[config.mk]
export PLATFORM = sky130hd
export DESIGN_NAME = calTimeCounter
export DESIGN_NICKNAME = d
export VERILOG_FILES = /design/src/rtl/calTypes_pkg.sv /design/src/rtl/calBcdField.sv /design/src/rtl/calControl.sv /design/src/rtl/calDatapath.sv /design/src/rtl/calTimeCounter.sv
export SDC_FILE = /design/constraint.sdc
export NUM_CORES = 1
export LEC_CHECK = 0
export BUFFER_PORTS_ARGS = -buffer_cell sky130_fd_sc_hd__buf_4
export CAP_MARGIN = 20
export CORE_ASPECT_RATIO = 0.75
export CORE_MARGIN = 5
export CORE_UTILIZATION = 37
export DETAILED_ROUTE_END_ITERATION = 12
export HOLD_SLACK_MARGIN = 0.06
export SETUP_SLACK_MARGIN = 0.2
export SLEW_MARGIN = 20
export SYNTH_ARGS = -nofsm -noshare
export SYNTH_HDL_FRONTEND = slang
export SYNTH_SLANG_ARGS = --single-unit
[constraint.sdc]
create_clock -name clk -period 6.4 [get_ports clk]
set_clock_uncertainty 0.1 [all_clocks]
set_input_delay 0.96 -clock clk [delete_from_list [all_inputs] [get_ports clk]]
set_output_delay 0.96 -clock clk [all_outputs]
set_load 0.01 [all_outputs]
[src/rtl/calTypes_pkg.sv]
package calTypes_pkg;
  localparam int DIGIT_W     = 4;
  localparam int MIN_TENS_W  = 3;
  localparam int HOUR_TENS_W = 2;
  localparam int DAY_TENS_W  = 2;
  localparam int MON_TENS_W  = 1;
  localparam int MIN_W  = MIN_TENS_W + DIGIT_W;
  localparam int HOUR_W = HOUR_TENS_W + DIGIT_W;
  localparam int DAY_W  = DAY_TENS_W + DIGIT_W;
  localparam int MON_W  = MON_TENS_W + DIGIT_W;
  localparam int WORD_W = MIN_W + HOUR_W + DAY_W + MON_W;
  localparam int FIELDS = 4;
  localparam int SEL_W  = $clog2(FIELDS);
  localparam int DATA_W = MIN_W;

  typedef enum logic [SEL_W-1:0] {
    FLD_MIN   = 2'd0,
    FLD_HOUR  = 2'd1,
    FLD_DAY   = 2'd2,
    FLD_MONTH = 2'd3
  } calField_e;

  typedef struct packed {
    logic              tick;
    logic [FIELDS-1:0] wrField;
    logic [DATA_W-1:0] wrData;
  } calStrobe_t;
endpackage

[src/rtl/calBcdField.sv]
module calBcdField
  import calTypes_pkg::*;
#(
  parameter int                    TENS_W = 3,
  parameter logic [TENS_W+DIGIT_W-1:0] FIRST = '0
) (
  input  logic                        clk,
  input  logic                        rstN,
  input  logic                        advance,
  input  logic [TENS_W+DIGIT_W-1:0]   lastVal,
  input  logic                        wrEn,
  input  logic [TENS_W+DIGIT_W-1:0]   wrVal,
  output logic [TENS_W+DIGIT_W-1:0]   value,
  output logic                        atLast
);
  localparam int W = TENS_W + DIGIT_W;

  logic [DIGIT_W-1:0] onesDigit;
  logic [TENS_W-1:0]  tensDigit;
  logic [W-1:0]       incVal;

  assign onesDigit = value[DIGIT_W-1:0];
  assign tensDigit = value[W-1:DIGIT_W];
  assign atLast    = (value >= lastVal);

  always_comb begin
    if (onesDigit >= DIGIT_W'(9)) incVal = {tensDigit + TENS_W'(1), DIGIT_W'(0)};
    else                          incVal = {tensDigit, onesDigit + DIGIT_W'(1)};
  end

  always_ff @(posedge clk) begin
    if (!rstN)        value <= FIRST;
    else if (wrEn)    value <= wrVal;
    else if (advance) value <= atLast ? FIRST : incVal;
  end

  // a load always lands, whatever the advance does
  p_load_wins_r8: assert property (@(posedge clk) disable iff (!rstN)
    wrEn |=> value == $past(wrVal));
endmodule

[src/rtl/calControl.sv]
module calControl
  import calTypes_pkg::*;
(
  input  logic              clk,
  input  logic              rstN,
  input  logic              minCarry,
  input  logic              wrEn,
  input  logic [SEL_W-1:0]  wrSel,
  input  logic [DATA_W-1:0] wrData,
  output calStrobe_t        strobes
);
  logic carryPrev;

  always_ff @(posedge clk) begin
    if (!rstN) carryPrev <= 1'b0;
    else       carryPrev <= minCarry;
  end

  assign strobes.tick   = carryPrev & ~minCarry;
  assign strobes.wrData = wrData;

  for (genvar i = 0; i < FIELDS; i++) begin : g_sel
    assign strobes.wrField[i] = wrEn && (wrSel == SEL_W'(i));
  end

  // two advances never come from back-to-back cycles
  p_single_tick_r2: assert property (@(posedge clk) disable iff (!rstN)
    strobes.tick |=> !strobes.tick);
  // a load reaches at most one field
  p_one_field_r8: assert property (@(posedge clk) disable iff (!rstN)
    $onehot0(strobes.wrField));
endmodule

[src/rtl/calDatapath.sv]
module calDatapath
  import calTypes_pkg::*;
(
  input  logic              clk,
  input  logic              rstN,
  input  calStrobe_t        strobes,
  output logic [WORD_W-1:0] timeWord
);
  logic [MIN_W-1:0]  minVal;
  logic [HOUR_W-1:0] hourVal;
  logic [DAY_W-1:0]  dayVal;
  logic [MON_W-1:0]  monVal;
  logic [DAY_W-1:0]  dayLast;
  logic minLast, hourLast, dayAtLast, monLast;
  logic hourAdv, dayAdv, monAdv;

  assign hourAdv = strobes.tick & minLast;
  assign dayAdv  = hourAdv & hourLast;
  assign monAdv  = dayAdv & dayAtLast;

  always_comb begin
    unique case (monVal)
      5'h02:                      dayLast = (dayVal == 6'h29) ? 6'h29 : 6'h28;
      5'h04, 5'h06, 5'h09, 5'h11: dayLast = 6'h30;
      default:                    dayLast = 6'h31;
    endcase
  end

  calBcdField #(.TENS_W(MIN_TENS_W), .FIRST(7'h00)) u_min (
    .clk(clk), .rstN(rstN), .advance(strobes.tick), .lastVal(7'h59),
    .wrEn(strobes.wrField[FLD_MIN]), .wrVal(strobes.wrData[MIN_W-1:0]),
    .value(minVal), .atLast(minLast));

  calBcdField #(.TENS_W(HOUR_TENS_W), .FIRST(6'h00)) u_hour (
    .clk(clk), .rstN(rstN), .advance(hourAdv), .lastVal(6'h23),
    .wrEn(strobes.wrField[FLD_HOUR]), .wrVal(strobes.wrData[HOUR_W-1:0]),
    .value(hourVal), .atLast(hourLast));

  calBcdField #(.TENS_W(DAY_TENS_W), .FIRST(6'h01)) u_day (
    .clk(clk), .rstN(rstN), .advance(dayAdv), .lastVal(dayLast),
    .wrEn(strobes.wrField[FLD_DAY]), .wrVal(strobes.wrData[DAY_W-1:0]),
    .value(dayVal), .atLast(dayAtLast));

  calBcdField #(.TENS_W(MON_TENS_W), .FIRST(5'h01)) u_mon (
    .clk(clk), .rstN(rstN), .advance(monAdv), .lastVal(5'h12),
    .wrEn(strobes.wrField[FLD_MONTH]), .wrVal(strobes.wrData[MON_W-1:0]),
    .value(monVal), .atLast(monLast));

  assign timeWord = {monVal, dayVal, hourVal, minVal};

  logic noLoad;
  assign noLoad = (strobes.wrField == '0);

  p_min_wrap_r3: assert property (@(posedge clk) disable iff (!rstN)
    strobes.tick && noLoad && minVal == 7'h59 |=> minVal == 7'h00);
  p_hour_wrap_r4: assert property (@(posedge clk) disable iff (!rstN)
    strobes.tick && noLoad && minVal == 7'h59 && hourVal == 6'h23 |=> hourVal == 6'h00);
  p_feb_wrap_r6: assert property (@(posedge clk) disable iff (!rstN)
    strobes.tick && noLoad && minVal == 7'h59 && hourVal == 6'h23 &&
    monVal == 5'h02 && dayVal == 6'h28 |=> dayVal == 6'h01 && monVal == 5'h03);
  p_year_wrap_r7: assert property (@(posedge clk) disable iff (!rstN)
    strobes.tick && noLoad && minVal == 7'h59 && hourVal == 6'h23 &&
    monVal == 5'h12 && dayVal == 6'h31 |=> monVal == 5'h01);
  p_idle_hold_r2: assert property (@(posedge clk) disable iff (!rstN)
    !strobes.tick && noLoad |=> $stable(timeWord));
endmodule

[src/rtl/calTimeCounter.sv]
module calTimeCounter
  import calTypes_pkg::*;
(
  input  logic              clk,
  input  logic              rstN,
  input  logic              minCarry,
  input  logic              wrEn,
  input  logic [SEL_W-1:0]  wrSel,
  input  logic [DATA_W-1:0] wrData,
  output logic [WORD_W-1:0] timeWord
);
  calStrobe_t strobes;

  calControl u_ctrl (
    .clk(clk), .rstN(rstN), .minCarry(minCarry), .wrEn(wrEn),
    .wrSel(wrSel), .wrData(wrData), .strobes(strobes));

  calDatapath u_dp (
    .clk(clk), .rstN(rstN), .strobes(strobes), .timeWord(timeWord));
endmodule

; After elaboration in Yosys (flattened, before gate mapping)
; Index checks and enable logic that the tools add are counted.
[totals]
mem_count = 0
latchBits = 0
ff_bits = 25
mem_bits_rw = 0
inputBits = 13
wordCells = 75
mem_bits_ro = 0
[classes]
n_div = 0
muxes = 18
n_bitwise = 5
n_eq_ne = 9
multipliers = 0
reduce_logical = 18
order_cmp = 8
add_sub_neg = 8
n_shift = 0
[op_table]
columns = operator, n
row1 = $mux 6, 8
row2 = $mux 7, 4
row3 = $mux 5, 4
row4 = $add 4x1->4 const B, 4
row5 = $ge 4x4->1 const B, 4
row6 = $pmux 6 s2, 1
row7 = $reduce_bool 3->1, 4
row8 = $eq 5x3->1 const B, 2
row9 = $reduce_and 2->1, 4
row10 = $reduce_bool 2->1, 4
row11 = $ge 7x7->1 const B, 1
row12 = $eq 6x6->1 const B, 1
row13 = $ge 6x6->1, 1
row14 = $ge 6x6->1 const B, 1
row15 = $eq 5x2->1 const B, 1
row16 = $eq 5x4->1 const B, 1
row17 = $eq 5x5->1 const B, 1
row18 = $ge 5x5->1 const B, 1
row19 = $add 2x1->2 const B, 2
row20 = $and 1x1->1, 4
row21 = $eq 2x2->1 const B, 2
row22 = $logic_and 1x1->1, 4
row23 = $reduce_or 4->1, 1
row24 = $add 3x1->3 const B, 1
row25 = 5 further kinds, 5

; Longest topological paths before layout
; Gate-level depths: netlist of the first run.
[depth]
depth_word = 7
mapped_depth = 12

; Modules after synthesis
; From an unflattened synthesis of the first run, not the netlist that was laid out.
[hier_totals]
cells_unflattened = 316
area_unflattened_um2 = 2471.1
[modules_own_cells]
columns = mod, cells_per_inst, instances, area_per_inst_um2, seq_area_each_um2
row1 = calBcdField at u_dp.u_min, 83, 1, 654.4, 140.1
row2 = calBcdField at u_dp.u_hour, 74, 1, 564.3, 120.1
row3 = calBcdField at u_dp.u_day, 71, 1, 545.5, 120.1
row4 = calBcdField at u_dp.u_mon, 59, 1, 483.0, 100.1
row5 = calControl, 14, 1, 122.6, 20.0
row6 = calDatapath, 15, 1, 101.3, 0.0

; Worst setup path before layout of the first run
; OpenSTA, ideal clock, no wires.
[synth_path]
kind = register to register
from = reg u_dp.u_mon.value[0]
to = reg u_dp.u_day.value[4]
n_path_buf = 0
slack_ns = 3.443
setup_time_ns = 0.074
stages_incl_launch_ff = 11
arrival_ns = 2.783
required_time_ns = 6.226
path_cell_list = dfxtp_1 > inv_1 > ha_1 > o21ai_0 > nand2_1 > a32oi_1 > ha_1 > or4b_4 > a211o_1 > or4_1 > a31oi_1
[synth_between]
elab_chain_len = 7
[synth_rtl]
columns = item, line_no
row1 = "start, declared", calBcdField.sv:13  ; output logic [TENS_W+DIGIT_W-1:0] value,
row2 = "start signal, assigned", calBcdField.sv:33  ; else if (wrEn) value <= wrVal;
row3 = "start signal, assigned", calBcdField.sv:34  ; else if (advance) value <= atLast ? FIRST : incVal;
row4 = "$eq 5x3->1, or another cell as far along", calDatapath.sv:22  ; unique case (monVal)
row5 = $reduce_or 4->1, calDatapath.sv:22
row6 = $pmux 6 s2 (*), calDatapath.sv:22
row7 = $ge 6x6->1 (*), calBcdField.sv:24  ; assign atLast = (value >= lastVal);
row8 = $mux 6 (2 in a row), calBcdField.sv:34
row9 = $mux 6, calBcdField.sv:33
row10 = "end signal, assigned", calBcdField.sv:33
row11 = "end signal, assigned", calBcdField.sv:34
row12 = "end, declared", calBcdField.sv:13
; Every way passes the cells marked *; elsewhere a longest branch is shown, timed or not. The select of a mux whose other input is x is not followed.
; A chain may end at the register's enable or synchronous reset.

; Worst setup path after layout of the first run
[layout_path]
from = reg u_dp.u_mon.value[0]
to = reg u_dp.u_mon.value[0]
[layout_between]
elab_chain_len = 6
[layout_rtl]
columns = item, line_no
row1 = "$eq 5x3->1, or another cell as far along", calDatapath.sv:22
row2 = $reduce_or 4->1, calDatapath.sv:22
row3 = $pmux 6 s2, calDatapath.sv:22
row4 = $ge 6x6->1, calBcdField.sv:24
row5 = $and 1x1->1, calDatapath.sv:19  ; assign monAdv = dayAdv & dayAtLast;
row6 = $reduce_bool 2->1 (no source line), n/a
; Parallel ways exist; a longest one is shown, timed or not. The select of a mux whose other input is x is not followed.

==> results of run 1 <==
-- power groups by stage --
stage                     logic (mW)  clock network (mW)  registers, mW
after floorplan               0.0366                   0          0.178
after global placement        0.0681                   0          0.179
after detailed placement      0.0675                   0          0.179
after CTS                     0.0676              0.0999          0.175
after global routing          0.0763               0.107          0.177
final                         0.0672              0.0981          0.175
-- sequential cells by signal, indices dropped and copies added, names as in the netlist --
name               cells
u_dp.u_min.value       7
u_dp.u_mon.value       5
u_ctrl.carryPrev       1
u_dp.u_day.value       6
u_dp.u_hour.value      6
-- cells by family after synthesis --
group | Yosys count | share of synthesized area, %
AO/OA/AOI/OAI | 85 | 31.13
XOR/XNOR | 2 | 0.9436
adder cells (fa/ha/maj) | 21 | 14.15
buffers and inverters | 27 | 5.458
flip-flops | 25 | 26.95
multiplexers | 1 | 0.6064
AND/OR/NAND/NOR | 69 | 20.75
-- metal layers --
metal,GRT usage [%],vias up,part of all wire (%)
met2,24.37,61,42
met3,3.673,2,5.8
met1,24.01,895,52
li1,-,936,-
met5,0,-,0
met4,1.483,0,0.19
-- layout by cell type, fill, tap and decap left out, types with 3 or more instances in the layout --
cell type  Yosys  final
o311a_1        3      3
nor3_1         7      7
nor2_1        15     15
o31ai_1        3      3
buf_4          0     36
ha_1          21     21
a211o_1        3      3
o21ai_0       20     20
inv_1         19     19
a32oi_1        4      4
dfxtp_1       25     25
a31oi_1        4      4
and2_1         4      4
nand2_1        9      9
clkbuf_8       0      3
and3_1         4      4
a21oi_1       20     20
nand3_1        8      8
a211oi_1       6      6
a2bb2oi_1      3      3
-- cell type report --
class	instances	area [sq um]
timing repair buffer	36	270.3
clock inverter	1	5.005
fill	494	2654
sequential	25	500.5
inverter	19	71.32
tap	60	75.07
multi-input combinational	178	1255
clock buffer	3	41.29
-- worst max-delay path: stages (launching register included) --
cell and delay (ps):
dfxtp_1 410, inv_1 110, ha_1 250, o21ai_0 170
nand2_1 70, a32oi_1 170, ha_1 260, or4b_4 490
a211o_1 330, nand3_1 250, mux2_2 370, o21ai_0 160
-- final timing paths --
check / startpoint / endpoint / slack, ps / cells after the start
worst max register to register: u_dp.u_mon.value[0] / u_dp.u_mon.value[0] / 3180 / 11
worst min register to register: u_dp.u_hour.value[5] / u_dp.u_hour.value[5] / 430 / 2
worst min-delay path: u_dp.u_hour.value[5] / u_dp.u_hour.value[5] / 430 / 2
worst max-delay path: u_dp.u_mon.value[0] / u_dp.u_mon.value[0] / 3180 / 11
-- per-stage QoR --
step                      utilization, %  std cells  worst slack [ps]  hold slack (ps)
after global placement             44.58        318              3330            414.2
after detailed placement           44.58        318              3184            418.5
after global routing               45.53        322              2890            472.7
after CTS                          45.53        322              3158            433.4
final                              45.53        322              3182            428.2
after floorplan                        -        230              3443            423.0
==> flow_summary.ini, run 1 <==
[outcome]
status = finished, final reports clean

[clock_network]
h-tree-depth = 1
cts_tree = done
cts_setup_buffers = 0
cts.sinks = 25
clk_pin_slew_ps = 100
ctsResizeCount = 0
cts_root_buf = clkbuf_8
cts_hold_buf = 0
numCtsBuffers = 3
clk_latency_ps = 270
clk_path_buf_depth = 2

[routing]
drc_errors = 0
vias = 1894
drtAntennaViolNets = 0
drtIter0Drc = 54
wl_mm = 5.157
viasPerCell = 5.882
wire_per_inst_microns = 16.02
firstDrtPassIters = 5

[synth]
synth_top_cells_by_count = dfxtp_1, ha_1, a21oi_1, o21ai_0, inv_1
ys_seq_area_share_pct = 26.95
synth.distinct_cells = 51
synth.most_common_cell = dfxtp_1
synth_top_area_share_pct = 26.95
mappedNetlistArea_sq_mm = 0.001857
synth_ff_type = dfxtp_1
ys_ff_latch = 25
async_flop_share_pct = 0
avgSynthCellArea_sq_um = 8.073
synth_area_leaders = dfxtp_1, ha_1, a21oi_1
yosys.area.top_type = dfxtp_1
synth_enable_flop_cells = 0
yosysWarnings = 0
syn_nets = 264
syn_inst = 230

[placement]
gp_congestion = 0.8675
place_hpwl_mm = 3.962
io_buffers = 36
placed_area_sq_mm = 0.002172

[pwr]
p_int_mw = 0.2375
seqPwrFrac_pct = 51.4
switchingPower_mw = 0.1030
power_mw = 0.3404
powerDensity_mw_per_mm2 = 153.5
clkPwrFrac_pct = 28.8
p_leak_nw = 0.9415
swShare_pct = 30.25
irDropWorstVdd_mv = 0.1150
p_comb_share_pct = 19.7

[global_routing]
track_usage_pct = 16.08
grt_pass1_wl_mm = 8.742
grt-ovfl-total = 0
grt_max_degree = 17
grt_pass1_vias = 1700
antenna_found_initial = 0

[floorplanning]
die_h_microns = 71.35
dieArea_sq_mm = 0.006550
rows = 22
io_pins = 37
coreArea_sq_mm = 0.004872
start_util_pct = 38.11
fp.dieW_microns = 91.80

[sta]
setup_viol_count_final = 0
drv_slew = 0
rsz0062_at_grt = false
final.period_utilization_pct = 50.28
fmax_mhz = 310.7
fin_crit_ps = 3218
maxSlewHeadroom_pct = 36.78
hold_viol = 0
tns_ps = 0
tightest_slew_ps = 946.2

[setup_path]
critical_path_class = reg2reg
end_kind = flop
crit_path_start_kind = flop
worst-path-max-fanout = 7
required_ps = 6490
cp.arrival_ps = 3310

[layout]
design_area_sq_mm = 0.002218
antennaDiodeCount = 0
area_growth_pct = 19.47
drive_above_1_share_pct = 17.94
nNetsFinal = 297

[run]
drv_cap = 0

[min_path]
hp-class = reg2reg
Power figures use the tool's default switching activity.
==> run 2: changes to the inputs <==
==> constraint.sdc (replaced) <==
create_clock -name clk -period 2.7 [get_ports clk]
set_clock_uncertainty 0.1 [all_clocks]
set_input_delay 0.405 -clock clk [delete_from_list [all_inputs] [get_ports clk]]
set_output_delay 0.405 -clock clk [all_outputs]
set_load 0.01 [all_outputs]
==> run 2 against run 1 <==
The flow now finishes with violations (setup timing). Sequential power up 130%. Sequential cell count stayed put. Global-route usage rose by 1.5 points. Core utilization up 8.0 points. Via count grew 3.8%. Power grew to 2.6 times the previous value. Sequential share of layout area decreased by 2.7 points. Largest power group unchanged.
==> flow_summary.ini, run 2 (synthesized netlist as in run 1, its figures left out) <==
[setup_path]
crit_path_start_kind = flop
critPathBufInv = 1
path_cells = inv_4 -> ha_4 -> nand4b_1 -> nand2_1 -> nand2_1 -> a32oi_2 -> ha_1 -> or4b_4 -> a211oi_4 -> o21ai_1 -> a211o_1 -> a221oi_2
slowest_stage = or4b_4
worst-path-max-fanout = 3
cpPeakStageDelay_ps = 510
required_ps = 2790
r2r_start = u_dp.u_day.value[1]
worst_path_dominant_cell_family = compound AO/OA/AOI/OAI gates
cpMostUsedCell = nand2_1
r2r_slack_ps = -110
end_kind = flop
critical_path_class = reg2reg
cp.arrival_ps = 2900
r2r-end = u_dp.u_mon.value[2]
r2r_cells = 12

[layout]
largest_reg_flops = 7
final_common_cell = buf_4
drive_above_1_share_pct = 34.83
largest_register = u_dp.u_min.value
final_util_pct = 53.52
design_area_sq_mm = 0.002608
register_area_sq_um = 518.0
multiInputGateArea_sq_mm = 0.001391
top_regs = u_dp.u_min.value: 7 flops, u_dp.u_day.value: 6 flops, u_dp.u_hour.value: 6 flops
antennaDiodeCount = 0
nNetsFinal = 325
area_growth_pct = 40.43
nFillCells = 476
final_cell_mix = buf_4, dfxtp_1, a21oi_1, ha_1

[sta]
layout_setup_ws_ps = -109.6
drv_slew = 0
fin_crit_ps = 2810
final.period_utilization_pct = 104.1
fmax_mhz = 355.9
maxSlewHeadroom_pct = 55.35
hold_viol = 0
rsz0062_at_grt = true
tightest_slew_ps = 664.1
setup_viol_count_final = 7

[placement]
placed_area_sq_mm = 0.002409
place_hpwl_mm = 4.235
gp_congestion = 0.8808
place_ws_ps = -133.4
io_buffers = 36

[routing]
wl_mm = 5.687
drc_errors = 0
drtAntennaViolNets = 0
viasPerCell = 5.617
wire_per_inst_microns = 16.25
vias = 1966
drtIter0Drc = 64
firstDrtPassIters = 4

[clock_network]
cts_hold_buf = 0
numCtsBuffers = 3
h-tree-depth = 1
clk_pin_slew_ps = 100
cts.sinks = 25
cts_tree = done
clk_path_buf_depth = 2
clk_latency_ps = 280
cts_root_buf = clkbuf_8

[min_path]
whs_endpoint = u_ctrl.carryPrev
hp-class = in2reg
worstHoldPathCells = 2
hold_start = minCarry

[pwr]
powerDensity_mw_per_mm2 = 333.3
p_leak_nw = 1.105
irDropWorstVdd_mv = 0.1445
power_mw = 0.8692

[global_routing]
grt_max_degree = 17
track_usage_pct = 17.53
grt-ovfl-total = 0
grt_pass1_vias = 1882
antenna_found_initial = 0
grt_pass1_wl_mm = 9.466

[outcome]
status = finished with violations
violations = setup timing

[floorplanning]
fp.dieW_microns = 91.80
start_util_pct = 38.11
coreArea_sq_mm = 0.004872
die_h_microns = 71.35
rows = 22
io_pins = 37
dieArea_sq_mm = 0.006550

[run]
drv_cap = 0
==> run 2: timing repair <==
item	in CTS	in global routing
buffers inserted	3	3
pin swaps	17	9
resized for setup	9	13
endpoints found under the setup margin	11	11
cloned	0	0
==> run 2: metal layers <==
| metal | up-vias | share of wire (%) | track usage, % |
|---|---|---|---|
| met3 | 4 | 7.1 | 4.092 |
| met4 | 0 | 0.60 | 2.471 |
| met5 | - | 0 | 0 |
| met2 | 62 | 44 | 26.15 |
| met1 | 906 | 49 | 26.16 |
| li1 | 994 | - | - |
==> run 2: worst max-delay path by stage <==
stage | cells after the start | from | end
after detailed placement | 12 | u_dp.u_day.value[1] | u_dp.u_mon.value[2]
after global placement | 11 | u_dp.u_mon.value[0] | u_dp.u_mon.value[2]
final | 12 | u_dp.u_day.value[1] | u_dp.u_mon.value[2]
after global routing | 12 | u_dp.u_day.value[1] | u_dp.u_mon.value[2]
after CTS | 12 | u_dp.u_day.value[1] | u_dp.u_day.value[5]
after floorplan | 10 | u_dp.u_mon.value[1] | u_dp.u_day.value[4]
==> run 2: area by class of cell <==
type,instances,share of cell area (%)
multi-input combinational,178,53.36
clock buffer,3,1.583
timing repair buffer,64,19.00
sequential,25,19.87
tap,60,2.879
clock inverter,1,0.2879
inverter,19,3.023
==> run 2: worst reg2reg max path, cell delays in order, from the launching register on <==
cell and delay, ps:
dfxtp_4 360, inv_4 50, ha_4 120, nand4b_1 130
nand2_1 90, nand2_1 60, a32oi_2 150, ha_1 250
or4b_4 510, a211oi_4 260, o21ai_1 90, a211o_1 280
a221oi_2 260
==> run 2: through the flow <==
stage,TNS [ps],hold WS [ps],instances
after global placement,-288.2,416.5,340
after floorplan,-0.3708,410.9,230
after global routing,-1737,242.4,350
after CTS,-503.0,231.9,347
final,-301.9,239.1,350
after detailed placement,-610.4,410.8,340
==> run 2: power breakdown <==
group          leakage, nW  internal [mW]  switching, mW
clock               0.0217          0.105          0.135
sequential           0.206          0.384         0.0208
combinational        0.877          0.108          0.116
